<file path="config.mk">
export PLATFORM = sky130hd
export DESIGN_NAME = txr_ring_poller
export DESIGN_NICKNAME = d
export VERILOG_FILES = /design/src/rtl/txr_pkg.sv /design/src/rtl/txr_poll_timer.sv /design/src/rtl/txr_desc_file.sv /design/src/rtl/txr_ring_ctrl.sv /design/src/rtl/txr_ring_poller.sv
export SDC_FILE = /design/constraint.sdc
export NUM_CORES = 1
export LEC_CHECK = 0
export ABC_AREA = 1
export BUFFER_PORTS_ARGS = -buffer_cell sky130_fd_sc_hd__clkbuf_2
export CAP_MARGIN = 20
export CORE_MARGIN = 2
export CORE_UTILIZATION = 35
export DETAILED_ROUTE_END_ITERATION = 10
export HOLD_SLACK_MARGIN = 0.12
export PLACE_DENSITY = 0.5
export SLEW_MARGIN = 20
export SYNTH_ARGS = -nofsm -noshare
export SYNTH_HDL_FRONTEND = slang
export SYNTH_SLANG_ARGS = --single-unit
</file>
<file path="constraint.sdc">
create_clock -name clk -period 2 [get_ports clk]
set_input_delay 0.2 -clock clk [delete_from_list [all_inputs] [get_ports clk]]
set_output_delay 0.2 -clock clk [all_outputs]
set_load 0.02 [all_outputs]
</file>
<file path="src/rtl/txr_pkg.sv">
package txr_pkg;
  localparam int LEN_W = 11;
  localparam int ST_W  = 4;

  typedef struct packed {
    logic            ready;
    logic            wrap;
    logic            last;
    logic            crc;
    logic [LEN_W-1:0] len;
    logic [ST_W-1:0]  status;
  } txr_desc_t;
endpackage

</file>
<file path="src/rtl/txr_poll_timer.sv">
module txr_poll_timer #(
  parameter int POLL_CYCLES = 128
) (
  input  logic clk,
  input  logic rst_n,
  input  logic run,
  input  logic restart,
  output logic tick
);
  localparam int CW = (POLL_CYCLES > 1) ? $clog2(POLL_CYCLES) : 1;
  localparam logic [CW-1:0] TOP = CW'(POLL_CYCLES - 1);

  logic [CW-1:0] count_q;

  always_ff @(posedge clk or negedge rst_n) begin
    if (!rst_n)                count_q <= '0;
    else if (!run || restart)  count_q <= '0;
    else                       count_q <= count_q + 1'b1;
  end

  assign tick = (count_q == TOP);

  // the interval counter never runs past its last value
  a_r2_count_bound: assert property (@(posedge clk) disable iff (!rst_n)
    count_q <= TOP);
endmodule

</file>
<file path="src/rtl/txr_desc_file.sv">
module txr_desc_file
  import txr_pkg::*;
#(
  parameter int NUM_DESC = 8,
  localparam int IDX_W = $clog2(NUM_DESC)
) (
  input  logic             clk,
  input  logic             rst_n,
  input  logic             wr_en,
  input  logic [IDX_W-1:0] wr_idx,
  input  txr_desc_t        wr_desc,
  input  logic             upd_en,
  input  logic [IDX_W-1:0] upd_idx,
  input  logic             upd_status_en,
  input  logic [ST_W-1:0]  upd_status,
  input  logic [IDX_W-1:0] cur_idx,
  output txr_desc_t        cur_desc,
  input  logic [IDX_W-1:0] rd_idx,
  output txr_desc_t        rd_desc
);
  txr_desc_t ents [NUM_DESC];

  for (genvar i = 0; i < NUM_DESC; i++) begin : g_ent
    always_ff @(posedge clk or negedge rst_n) begin
      if (!rst_n) begin
        ents[i] <= '0;
      end else if (wr_en && wr_idx == IDX_W'(i)) begin
        ents[i] <= wr_desc;
      end else if (upd_en && upd_idx == IDX_W'(i)) begin
        ents[i].ready <= 1'b0;
        if (upd_status_en) ents[i].status <= upd_status;
      end
    end
  end

  assign cur_desc = ents[cur_idx];
  assign rd_desc  = ents[rd_idx];

  // a completion without status leaves the stored status untouched
  a_r6_status_kept: assert property (@(posedge clk) disable iff (!rst_n)
    (upd_en && !upd_status_en && !(wr_en && wr_idx == upd_idx) && cur_idx == upd_idx)
      |=> (ents[$past(upd_idx)].status == $past(cur_desc.status)) && !ents[$past(upd_idx)].ready);
endmodule

</file>
<file path="src/rtl/txr_ring_ctrl.sv">
module txr_ring_ctrl #(
  parameter int NUM_DESC = 8,
  localparam int IDX_W = $clog2(NUM_DESC)
) (
  input  logic             clk,
  input  logic             rst_n,
  input  logic             enable,
  input  logic             demand_set,
  input  logic             tick,
  input  logic             cur_ready,
  input  logic             cur_last,
  input  logic             cur_wrap,
  input  logic             done,
  input  logic             collision,
  output logic             busy,
  output logic [IDX_W-1:0] cur_idx,
  output logic             demand_q,
  output logic             poll_fire,
  output logic             timer_run,
  output logic             upd_en,
  output logic             upd_status_en
);
  logic [IDX_W-1:0] start_q;
  logic [IDX_W-1:0] nxt_idx;
  logic             take_frame;
  logic             rewind;
  logic             finish_buf;

  function automatic logic [IDX_W-1:0] ring_next(input logic [IDX_W-1:0] idx,
                                                 input logic wrap);
    if (wrap || idx == IDX_W'(NUM_DESC - 1)) return '0;
    return idx + 1'b1;
  endfunction

  assign timer_run     = enable && !busy;
  assign poll_fire     = timer_run && (tick || demand_q);
  assign take_frame    = poll_fire && cur_ready;
  assign rewind        = busy && collision;
  assign finish_buf    = busy && done && !collision;
  assign nxt_idx       = ring_next(cur_idx, cur_wrap);
  assign upd_en        = finish_buf;
  assign upd_status_en = finish_buf && cur_last;

  always_ff @(posedge clk or negedge rst_n) begin
    if (!rst_n) begin
      busy     <= 1'b0;
      cur_idx  <= '0;
      start_q  <= '0;
      demand_q <= 1'b0;
    end else begin
      demand_q <= demand_set || (demand_q && !poll_fire);
      if (take_frame) begin
        busy    <= 1'b1;
        start_q <= cur_idx;
      end else if (rewind) begin
        cur_idx <= start_q;
      end else if (finish_buf) begin
        cur_idx <= nxt_idx;
        if (cur_last) busy <= 1'b0;
      end
    end
  end

  // a served demand is dropped unless re-requested
  a_r3_demand_clears: assert property (@(posedge clk) disable iff (!rst_n)
    (poll_fire && !demand_set) |=> !demand_q);
  // a frame starts only from a ready descriptor
  a_r4_start_ready: assert property (@(posedge clk) disable iff (!rst_n)
    $rose(busy) |-> $past(cur_ready));
  // a frame starts only while enabled
  a_r10_start_enabled: assert property (@(posedge clk) disable iff (!rst_n)
    $rose(busy) |-> $past(enable));
  // the end-of-frame completion returns to idle
  a_r5_idle_after_last: assert property (@(posedge clk) disable iff (!rst_n)
    (busy && done && !collision && cur_last) |=> !busy);
  // an intermediate completion moves on without re-polling
  a_r6_chain_on: assert property (@(posedge clk) disable iff (!rst_n)
    (busy && done && !collision && !cur_last) |=> busy && cur_idx == $past(nxt_idx));
  // a collision returns to the frame head
  a_r7_rewind: assert property (@(posedge clk) disable iff (!rst_n)
    (busy && collision) |=> busy && cur_idx == $past(start_q));
endmodule

</file>
<file path="src/rtl/txr_ring_poller.sv">
module txr_ring_poller
  import txr_pkg::*;
#(
  parameter int NUM_DESC    = 8,
  parameter int POLL_CYCLES = 128,
  localparam int IDX_W = $clog2(NUM_DESC)
) (
  input  logic             clk,
  input  logic             rst_n,
  input  logic             tx_enable,
  input  logic             dsc_wr_en,
  input  logic [IDX_W-1:0] dsc_wr_idx,
  input  logic             dsc_wr_ready,
  input  logic             dsc_wr_wrap,
  input  logic             dsc_wr_last,
  input  logic             dsc_wr_crc,
  input  logic [LEN_W-1:0] dsc_wr_len,
  input  logic             demand_set,
  input  logic [IDX_W-1:0] dsc_rd_idx,
  output logic             dsc_rd_ready,
  output logic [ST_W-1:0]  dsc_rd_status,
  output logic             demand_pending,
  output logic             buf_valid,
  output logic [IDX_W-1:0] buf_idx,
  output logic [LEN_W-1:0] buf_len,
  output logic             buf_last,
  output logic             buf_crc_append,
  input  logic             eng_done,
  input  logic             eng_collision,
  input  logic [ST_W-1:0]  eng_status
);
  txr_desc_t        wr_desc;
  txr_desc_t        cur_desc;
  txr_desc_t        rd_desc;
  logic             tick;
  logic             poll_fire;
  logic             timer_run;
  logic             upd_en;
  logic             upd_status_en;
  logic             busy;
  logic [IDX_W-1:0] cur_idx;
  logic             demand_q;

  assign wr_desc = '{ready: dsc_wr_ready, wrap: dsc_wr_wrap, last: dsc_wr_last,
                     crc: dsc_wr_crc, len: dsc_wr_len, status: '0};

  txr_poll_timer #(.POLL_CYCLES(POLL_CYCLES)) u_timer (
    .clk(clk), .rst_n(rst_n), .run(timer_run), .restart(poll_fire), .tick(tick));

  txr_ring_ctrl #(.NUM_DESC(NUM_DESC)) u_ctrl (
    .clk(clk), .rst_n(rst_n), .enable(tx_enable), .demand_set(demand_set),
    .tick(tick), .cur_ready(cur_desc.ready), .cur_last(cur_desc.last),
    .cur_wrap(cur_desc.wrap), .done(eng_done), .collision(eng_collision),
    .busy(busy), .cur_idx(cur_idx), .demand_q(demand_q), .poll_fire(poll_fire),
    .timer_run(timer_run), .upd_en(upd_en), .upd_status_en(upd_status_en));

  txr_desc_file #(.NUM_DESC(NUM_DESC)) u_descs (
    .clk(clk), .rst_n(rst_n), .wr_en(dsc_wr_en), .wr_idx(dsc_wr_idx),
    .wr_desc(wr_desc), .upd_en(upd_en), .upd_idx(cur_idx),
    .upd_status_en(upd_status_en), .upd_status(eng_status),
    .cur_idx(cur_idx), .cur_desc(cur_desc), .rd_idx(dsc_rd_idx), .rd_desc(rd_desc));

  assign dsc_rd_ready   = rd_desc.ready;
  assign dsc_rd_status  = rd_desc.status;
  assign demand_pending = demand_q;
  assign buf_valid      = busy;
  assign buf_idx        = cur_idx;
  assign buf_len        = cur_desc.len;
  assign buf_last       = cur_desc.last;
  assign buf_crc_append = cur_desc.crc && cur_desc.last;

  // checksum request is never signalled for a mid-frame buffer
  a_r9_crc_on_last: assert property (@(posedge clk) disable iff (!rst_n)
    buf_crc_append |-> buf_last);
  // the end-of-frame status is stored into the finished entry
  a_r5_status_write: assert property (@(posedge clk) disable iff (!rst_n)
    (buf_valid && eng_done && !eng_collision && buf_last && !dsc_wr_en)
      |=> !buf_valid && $past(eng_status) == u_descs.ents[$past(buf_idx)].status);
endmodule

</file>
==> metrics.md, run 1 <==
| Metric | Value |
|---|---|
| Critical path launch point type | `flop` |
| Critical path arrival | `around 1800 ps` |
| Most common cell after layout, fill and taps aside | `nand2_1` |
| Setup crit end kind | `output port` |
| Post-synthesis mux area share | `0%` |
| Die Width | `about 160 um` |
| Synthesized area per cell | `~8 um2` |
| Slowest CP cell | `dfrtp_2` |
| CP Buf/Inv Count | `5` |
| Post-synthesis compound-gate area fraction | `15.5%` |
| Yosys reg bits | `~170` |
| Fin crit period | `around 2000 ps` |
| Worst reg2reg path depth | `11` |
| Vias in the first global route | `6,616` |
| Final Util | `roughly 44%` |
| Post-Syn Area | `8070 um2` |
| Total chip power | `about 14 mW` |
| Max-cap viol count | `0` |
| Area Overhead vs Synth | `22.9%` |
| Outcome | `complete, but fails checks` |
| Ys Warns | `0` |
| Gr ovfl total | `0` |
| Finished layout cell area | `between 9000 and 10,000 um2` |
| Lkg Pwr | `about 5 nW` |
| Setup tns final | `-151 ps` |
| RSZ-0062 raised after global routing | `true` |
| Post-synthesis simple-gate area fraction | `25.6%` |
| Worst path required time | `between 1500 and 2000 ps` |
| FFs w/ async S/R, synth | `100%` |
| CP peak stage delay | `530 ps` |
| Longest Clk Path Bufs | `2` |
| Clk sinks | `approximately 170` |
| Synth Area in Adders | `approximately 1.1%` |
| Clock slew at reported path FFs | `70 ps` |
| Crit Path Category | `flop to output port` |
| Main combinational cell family by area after synthesis | `simple AND/OR/NAND/NOR gates` |
| Drt pass-1 iters | `4` |
| Vias | `about 6.9k` |
| Critical Path, Cell by Cell | `inv_8 > buf_12 > nand2_4 > nand2_2 > nand2_2 > nand3_4 > nand2_8 > inv_4 > nand2_2 > inv_2 > buf_6` |
| Final Max Tran Viols | `0` |
| Multi-input gate area | `around 3600 um2` |
| Drt total wl | `~23 mm` |
| GRT Overall Usage | `19.7%` |
| Sequential area share after synthesis | `around half` |
| Post-synth EDFFs | `0` |
| Most used cell along the critical path | `nand2_2` |
| Most frequent cells in the layout | `nand2_1 (238), dfrtp_1 (165), o21ai_1 (130)` |
| HP Start | `dsc_wr_len[3]` |
| Vias/cell | `a little over 5` |
| Library cells used by synthesis | `33` |
| Die Ht | `about 160 um` |
| Number of CTS-inserted buffers | `17` |
| # IOs | `55` |
| Main flop type after synthesis | `dfrtp_1` |
| Setup violators final | `7` |
| H-tree depth | `4` |
| Largest net degree at the start of global routing | `about 50` |
| Layout cells sized above 1 | `19.0%` |
| GPL Wtd Cong | `approximately 0.76` |
| Placed Area | `between 8000 and 9000 um2` |
| Die area | `24,300 um2` |
| Largest delay share family, worst path | `flip-flops` |
| Fin. Hold Viols | `0` |
| First-pass GRT wire length | `~37 mm` |
| Hold path depth | `3` |
| Post-Synthesis Cells | `981` |
| DPL Wire Length | `approximately 15 mm` |
| Relative slew slack | `roughly half` |
| XOR/XNOR share of the synthesized area | `less than 1%` |
| Worst R2R End | `u_descs.ents[77]` |
| Layout fillers | `about 2.3k` |
| Hold/Removal Path Class | `primary input to flop` |
| Core area | `22,600 um2` |
| CTS tree | `done` |
| DRC | `0` |
| DRT antenna net count | `0` |
| FF-to-FF setup slack | `130 ps` |
| Sequential Area | `roughly 4200 um2` |
| Avg WL per Cell | `around 17 um` |
| Period utilisation layout | `102%` |
| Failing checks | `setup timing` |
| RR Startpoint | `u_ctrl.cur_idx[0]` |
| Syn_nets | `a little over 1k` |
| Hold Path Sink | `u_descs.ents[121]` |
| Worst VDD drop | `approximately 0.6 mV` |
| Row cnt | `55` |
| Fmax | `just under 0.5 GHz` |
| Nets | `between 1k and 1.5k` |
| Final setup margin | `-33.9 ps` |
| CP Max Fanout | `6` |
| Clk root buf | `clkbuf_16` |
| Final Skew | `13.7 ps` |
| Ant. Diodes | `0` |
| Least-Margin Pin Slew | `roughly 740 ps` |
| Skew-Pair Late Insertion Delay | `roughly 440 ps` |
| Initial Utilization | `35.7%` |
| Pwr Density | `1370 nW/um2` |
| Detailed router's first-iteration violation count | `between 600 and 700` |
| Port bufs | `between 50 and 60` |
| Initial antenna violation count | `0` |
[synthesized netlist by cell type, types with 2 or more instances]
master	instances	area [um2]
a21oi_1	7	35.0
buf_1	7	26.3
buf_2	33	165
clkbuf_1	21	78.8
dfrtp_1	167	4180
ha_1	7	87.6
inv_1	40	150
inv_2	8	30.0
inv_4	2	12.5
nand2_1	249	935
nand2_2	2	12.5
nand3_1	91	455
nand3_2	3	30.0
nand3_4	2	35.0
nand3b_1	4	30.0
nand4_1	6	37.5
nor2_1	87	327
nor2_8	8	160
nor3b_1	2	15.0
o211ai_1	2	15.0
o21ai_0	65	325
o21ai_1	126	631
o22ai_1	32	200
[final cells by class]
class                           instances  area share, %
Sequential cell                       167           42.1
Multi-Input combinational cell        702           35.9
Timing Repair Buffer                  106           10.6
Clock buffer                           19           4.46
Tap cell                              285           3.59
Inverter                               50           2.02
Clock inverter                         13           1.25
[cell families after synthesis]
family,after synthesis
AND/OR/NAND/NOR,456
adder cells (fa/ha/maj),7
flip-flops,167
XOR/XNOR,2
AO/OA/AOI/OAI,237
buffers and inverters,112
[stage by stage]
step                std cells  hold slack [ps]  setup WS (ps)
floorplan                 981            -95.6           93.1
global placement         1285              200            284
detailed placement       1285              207            257
CTS                      1333              133          -71.9
global route             1342              157           -122
finish                   1342              131          -33.9
[timing repair]
item                       in CTS  in global routing
setup endpoints to repair      13                 13
resized for setup              38                 61
hold buffers                    4                  0
pin swaps                       9                 18
cloned                          2                  4
hold endpoints to repair       49                  0
setup buffers                  10                  5
[where the power goes]
group | internal [mW] | switching (mW) | leakage, nW
Sequential | 4.03 | 0.448 | 2.15
Clock | 1.76 | 1.46 | 0.276
Combinational | 2.51 | 3.36 | 2.47
Total | 8.30 | 5.26 | 4.90
[per-layer routing]
layer	vias up	track usage, %	part of all wire (%)
met2	138	30.1	44
met5	-	0	0
li1	3403	-	-
met1	3333	29.2	51
met3	14	3.03	3.4
met4	0	4.98	1.1
[sequential cells by signal, indices dropped and copies added, names as in the netlist]
| register | flops |
|---|---|
| u_ctrl.start_q | 3 |
| u_ctrl.cur_idx | 3 |
| u_ctrl.demand_q | 1 |
| u_ctrl.busy | 1 |
| u_descs.ents | 152 |
| u_timer.count_q | 7 |
[worst max path at each step]
| stage | from | to | slack [ps] | cells after the start |
|---|---|---|---|---|
| after global placement | u_ctrl.cur_idx[1] | u_descs.ents[115] | 280 | 7 |
| after CTS | u_ctrl.cur_idx[0] | buf_crc_append | -70 | 10 |
| after global routing | u_ctrl.cur_idx[0] | buf_len[6] | -120 | 8 |
| after floorplan | u_ctrl.cur_idx[0] | u_descs.ents[19] | 90 | 9 |
| final | u_ctrl.cur_idx[0] | buf_crc_append | -30 | 11 |
| after detailed placement | u_ctrl.cur_idx[0] | u_descs.ents[77] | 260 | 10 |
[tightest hold or removal path, delay by kind of cell]
kind            cells  cell delay, ps
compound gates      1             150
buf+inv             2             180
Power figures use the tool's default switching activity.
==> run 2: changes to the inputs <==
- CORE_ASPECT_RATIO: default -> 0.9
- PLACE_DENSITY: 0.5 -> default
==> run 2 against run 1 <==
  * The run still ends with setup timing left
  * Power fell by 3.5%
  * Routed wire length fell by 5.6%
  * First-iteration DRC count shrank 2.7%
  * Register-to-register slack about the same
  * Count of clock-buffer cells in the layout is 2 higher
  * Global-route usage is 0.63 points lower
  * Die area is essentially flat
  * Final cell count increased by 0.67%
  * Critical path type unchanged
  * Largest cell class unchanged
  * Largest power group unchanged
==> metrics.md, run 2 (same netlist as run 1, synthesis figures left out) <==
| Metric | Value |
|---|---|
| Outcome | `complete, but fails checks` |
| Failing checks | `setup timing` |
| Hold/Removal Path Class | `primary input to flop` |
| Die area | `~24,000 um2` |
| Critical path arrival | `roughly 1800 ps` |
| First-pass GRT wire length | `36.0 mm` |
| DRC | `0` |
| Most used cell along the critical path | `nand2_1` |
| Relative slew slack | `between 50 and 60%` |
| Worst path required time | `~1800 ps` |
| HP Start | `dsc_wr_len[3]` |
| DRT antenna net count | `0` |
| Pwr Density | `roughly 1300 nW/um2` |
| CP peak stage delay | `about 440 ps` |
| GRT Overall Usage | `19.0%` |
| Period utilisation layout | `100%` |
| Final Util | `43.3%` |
| Top Registers | `u_descs.ents x152, u_timer.count_q x7` |
| Clock slew at reported path FFs | `60 ps` |
| Placed Area | `a little under 9000 um2` |
| Least-Margin Pin Slew | `692 ps` |
| Critical Path, Cell by Cell | `buf_12 > inv_16 > buf_6 > o21ai_0 > o22ai_1 > nand2_1 > nand2_1 > clkbuf_8` |
| Fin crit period | `between 2000 and 2500 ps` |
| FF-to-FF setup slack | `roughly 120 ps` |
| Largest delay share family, worst path | `buffers and inverters` |
| Drt pass-1 iters | `5` |
| Max reg flops | `152` |
| Worst reg2reg path depth | `9` |
| Longest Clk Path Bufs | `2` |
| Row cnt | `52` |
| Fin. Hold Viols | `0` |
| Area Overhead vs Synth | `21.0%` |
| Most frequent cells in the layout | `nand2_1 (236), dfrtp_1 (166), o21ai_1 (128)` |
| CTS tree | `done` |
| Critical path launch point type | `flop` |
| Nets | `1,081` |
| # IOs | `55` |
| Lkg Pwr | `between 4 and 5 nW` |
| Core area | `about 23,000 um2` |
| Initial antenna violation count | `0` |
| Hold path depth | `3` |
| CP Max Fanout | `11` |
| Setup violators final | `3` |
| Clk sinks | `about 170` |
| Layout cells sized above 1 | `between 10% and 20%` |
| Skew-Pair Late Insertion Delay | `approximately 430 ps` |
| DPL Wire Length | `13.9 mm` |
| Number of CTS-inserted buffers | `17` |
| Hold Path Sink | `u_descs.ents[102]` |
| Worst R2R End | `u_descs.ents[20]` |
| Final setup margin | `-5.38 ps` |
| Final Skew | `approximately 12 ps` |
| Setup crit end kind | `output port` |
| Most common cell after layout, fill and taps aside | `nand2_1` |
| RR Startpoint | `u_ctrl.cur_idx[0]` |
| Clk root buf | `clkbuf_16` |
| Final Max Tran Viols | `0` |
| H-tree depth | `4` |
| Avg WL per Cell | `~16 um` |
| Detailed router's first-iteration violation count | `between 600 and 700` |
| Ant. Diodes | `0` |
| Finished layout cell area | `approximately 10000 um2` |
| Crit Path Category | `flop to output port` |
| Top reg by flops | `u_descs.ents` |
| CP Buf/Inv Count | `4` |
| Max-cap viol count | `0` |
| Vias/cell | `5.13` |
| Worst VDD drop | `0.701 mV` |
| Vias in the first global route | `6,710` |
| Port bufs | `54` |
| Fmax | `0.499 GHz` |
| Slowest CP cell | `dfrtp_2` |
| Gr ovfl total | `0` |
| Largest net degree at the start of global routing | `46` |
| GPL Wtd Cong | `approximately 0.81` |
| RSZ-0062 raised after global routing | `true` |
| Drt total wl | `between 20 and 25 mm` |
| Layout fillers | `~2.2k` |
| Vias | `slightly below 7k` |
| Die Width | `164 um` |
| Die Ht | `148 um` |
| Initial Utilization | `35.8%` |
run 2: cell count changes in the layout (fill, tap and decap cells not counted), moves of 3 or more:
| cell | before | now |
|---|---|---|
| clkinv_4 | 4 | 1 |
| o22ai_2 | 6 | 2 |
| o21ai_0 | 53 | 60 |
| o21ai_2 | 7 | 3 |
| o22ai_1 | 26 | 30 |
| buf_12 | 14 | 8 |
run 2: final cells by class:
type	count	area, um2	share of cell area [%]
timing repair inverter	1	8.76	0.0897
clock buffer	21	460	4.71
tap	297	372	3.80
inverter	50	209	2.14
sequential	167	4180	42.8
clock inverter	10	96.3	0.986
multi-input combinational	702	3510	35.9
timing repair buffer	103	932	9.54
run 2: report_power, final:
| group | internal [mW] | switching, mW |
|---|---|---|
| Combinational | 2.27 | 3.21 |
| Clock | 1.78 | 1.37 |
| Sequential | 4.03 | 0.425 |
run 2: worst min-delay path, cell delays in order:
cell      delay, ps
clkbuf_2         70
inv_1           100
o21ai_1         150
run 2: metrics by stage:
step / std cells / power (mW) / setup slack (ps) / TNS [ps] / hold WS (ps)
4_1_cts: 1351 / 13.0 / -43.7 / -131 / 129
3_5_place_dp: 1298 / 8.88 / 198 / 0 / 171
2_1_floorplan: 981 / 7.42 / 93.1 / 0 / -95.6
6_report: 1351 / 13.1 / -5.38 / -10.3 / 136
5_1_grt: 1351 / 13.9 / -87.8 / -666 / 153
3_3_place_gp: 1298 / 8.83 / 235 / 0 / 174
run 2: worst max-delay path by stage:
stage / from / to / slack, ps / cells past startpoint
after detailed placement: u_ctrl.cur_idx[0] / u_descs.ents[2] / 200 / 9
after floorplan: u_ctrl.cur_idx[0] / u_descs.ents[19] / 90 / 9
after global placement: u_ctrl.cur_idx[0] / u_descs.ents[2] / 230 / 9
final: u_ctrl.cur_idx[0] / buf_len[2] / -5 / 8
after CTS: u_ctrl.cur_idx[0] / buf_crc_append / -40 / 10
after global routing: u_ctrl.cur_idx[0] / buf_len[5] / -90 / 8
run 2: layer usage:
| layer | track usage [%] | routed length, um |
|---|---|---|
| met5 | 0 | 0 |
| met4 | 5.70 | 259 |
| met3 | 2.82 | 824 |
| met2 | 29.6 | 10100 |
| met1 | 27.5 | 11000 |
run 2: repair_timing:
action,CTS,global route
hold endpoints to repair,91,0
gates cloned,3,0
gates resized for setup,56,34
buffers inserted,15,0
pin swaps,10,9
setup endpoints to repair,13,13
hold buffers,4,0
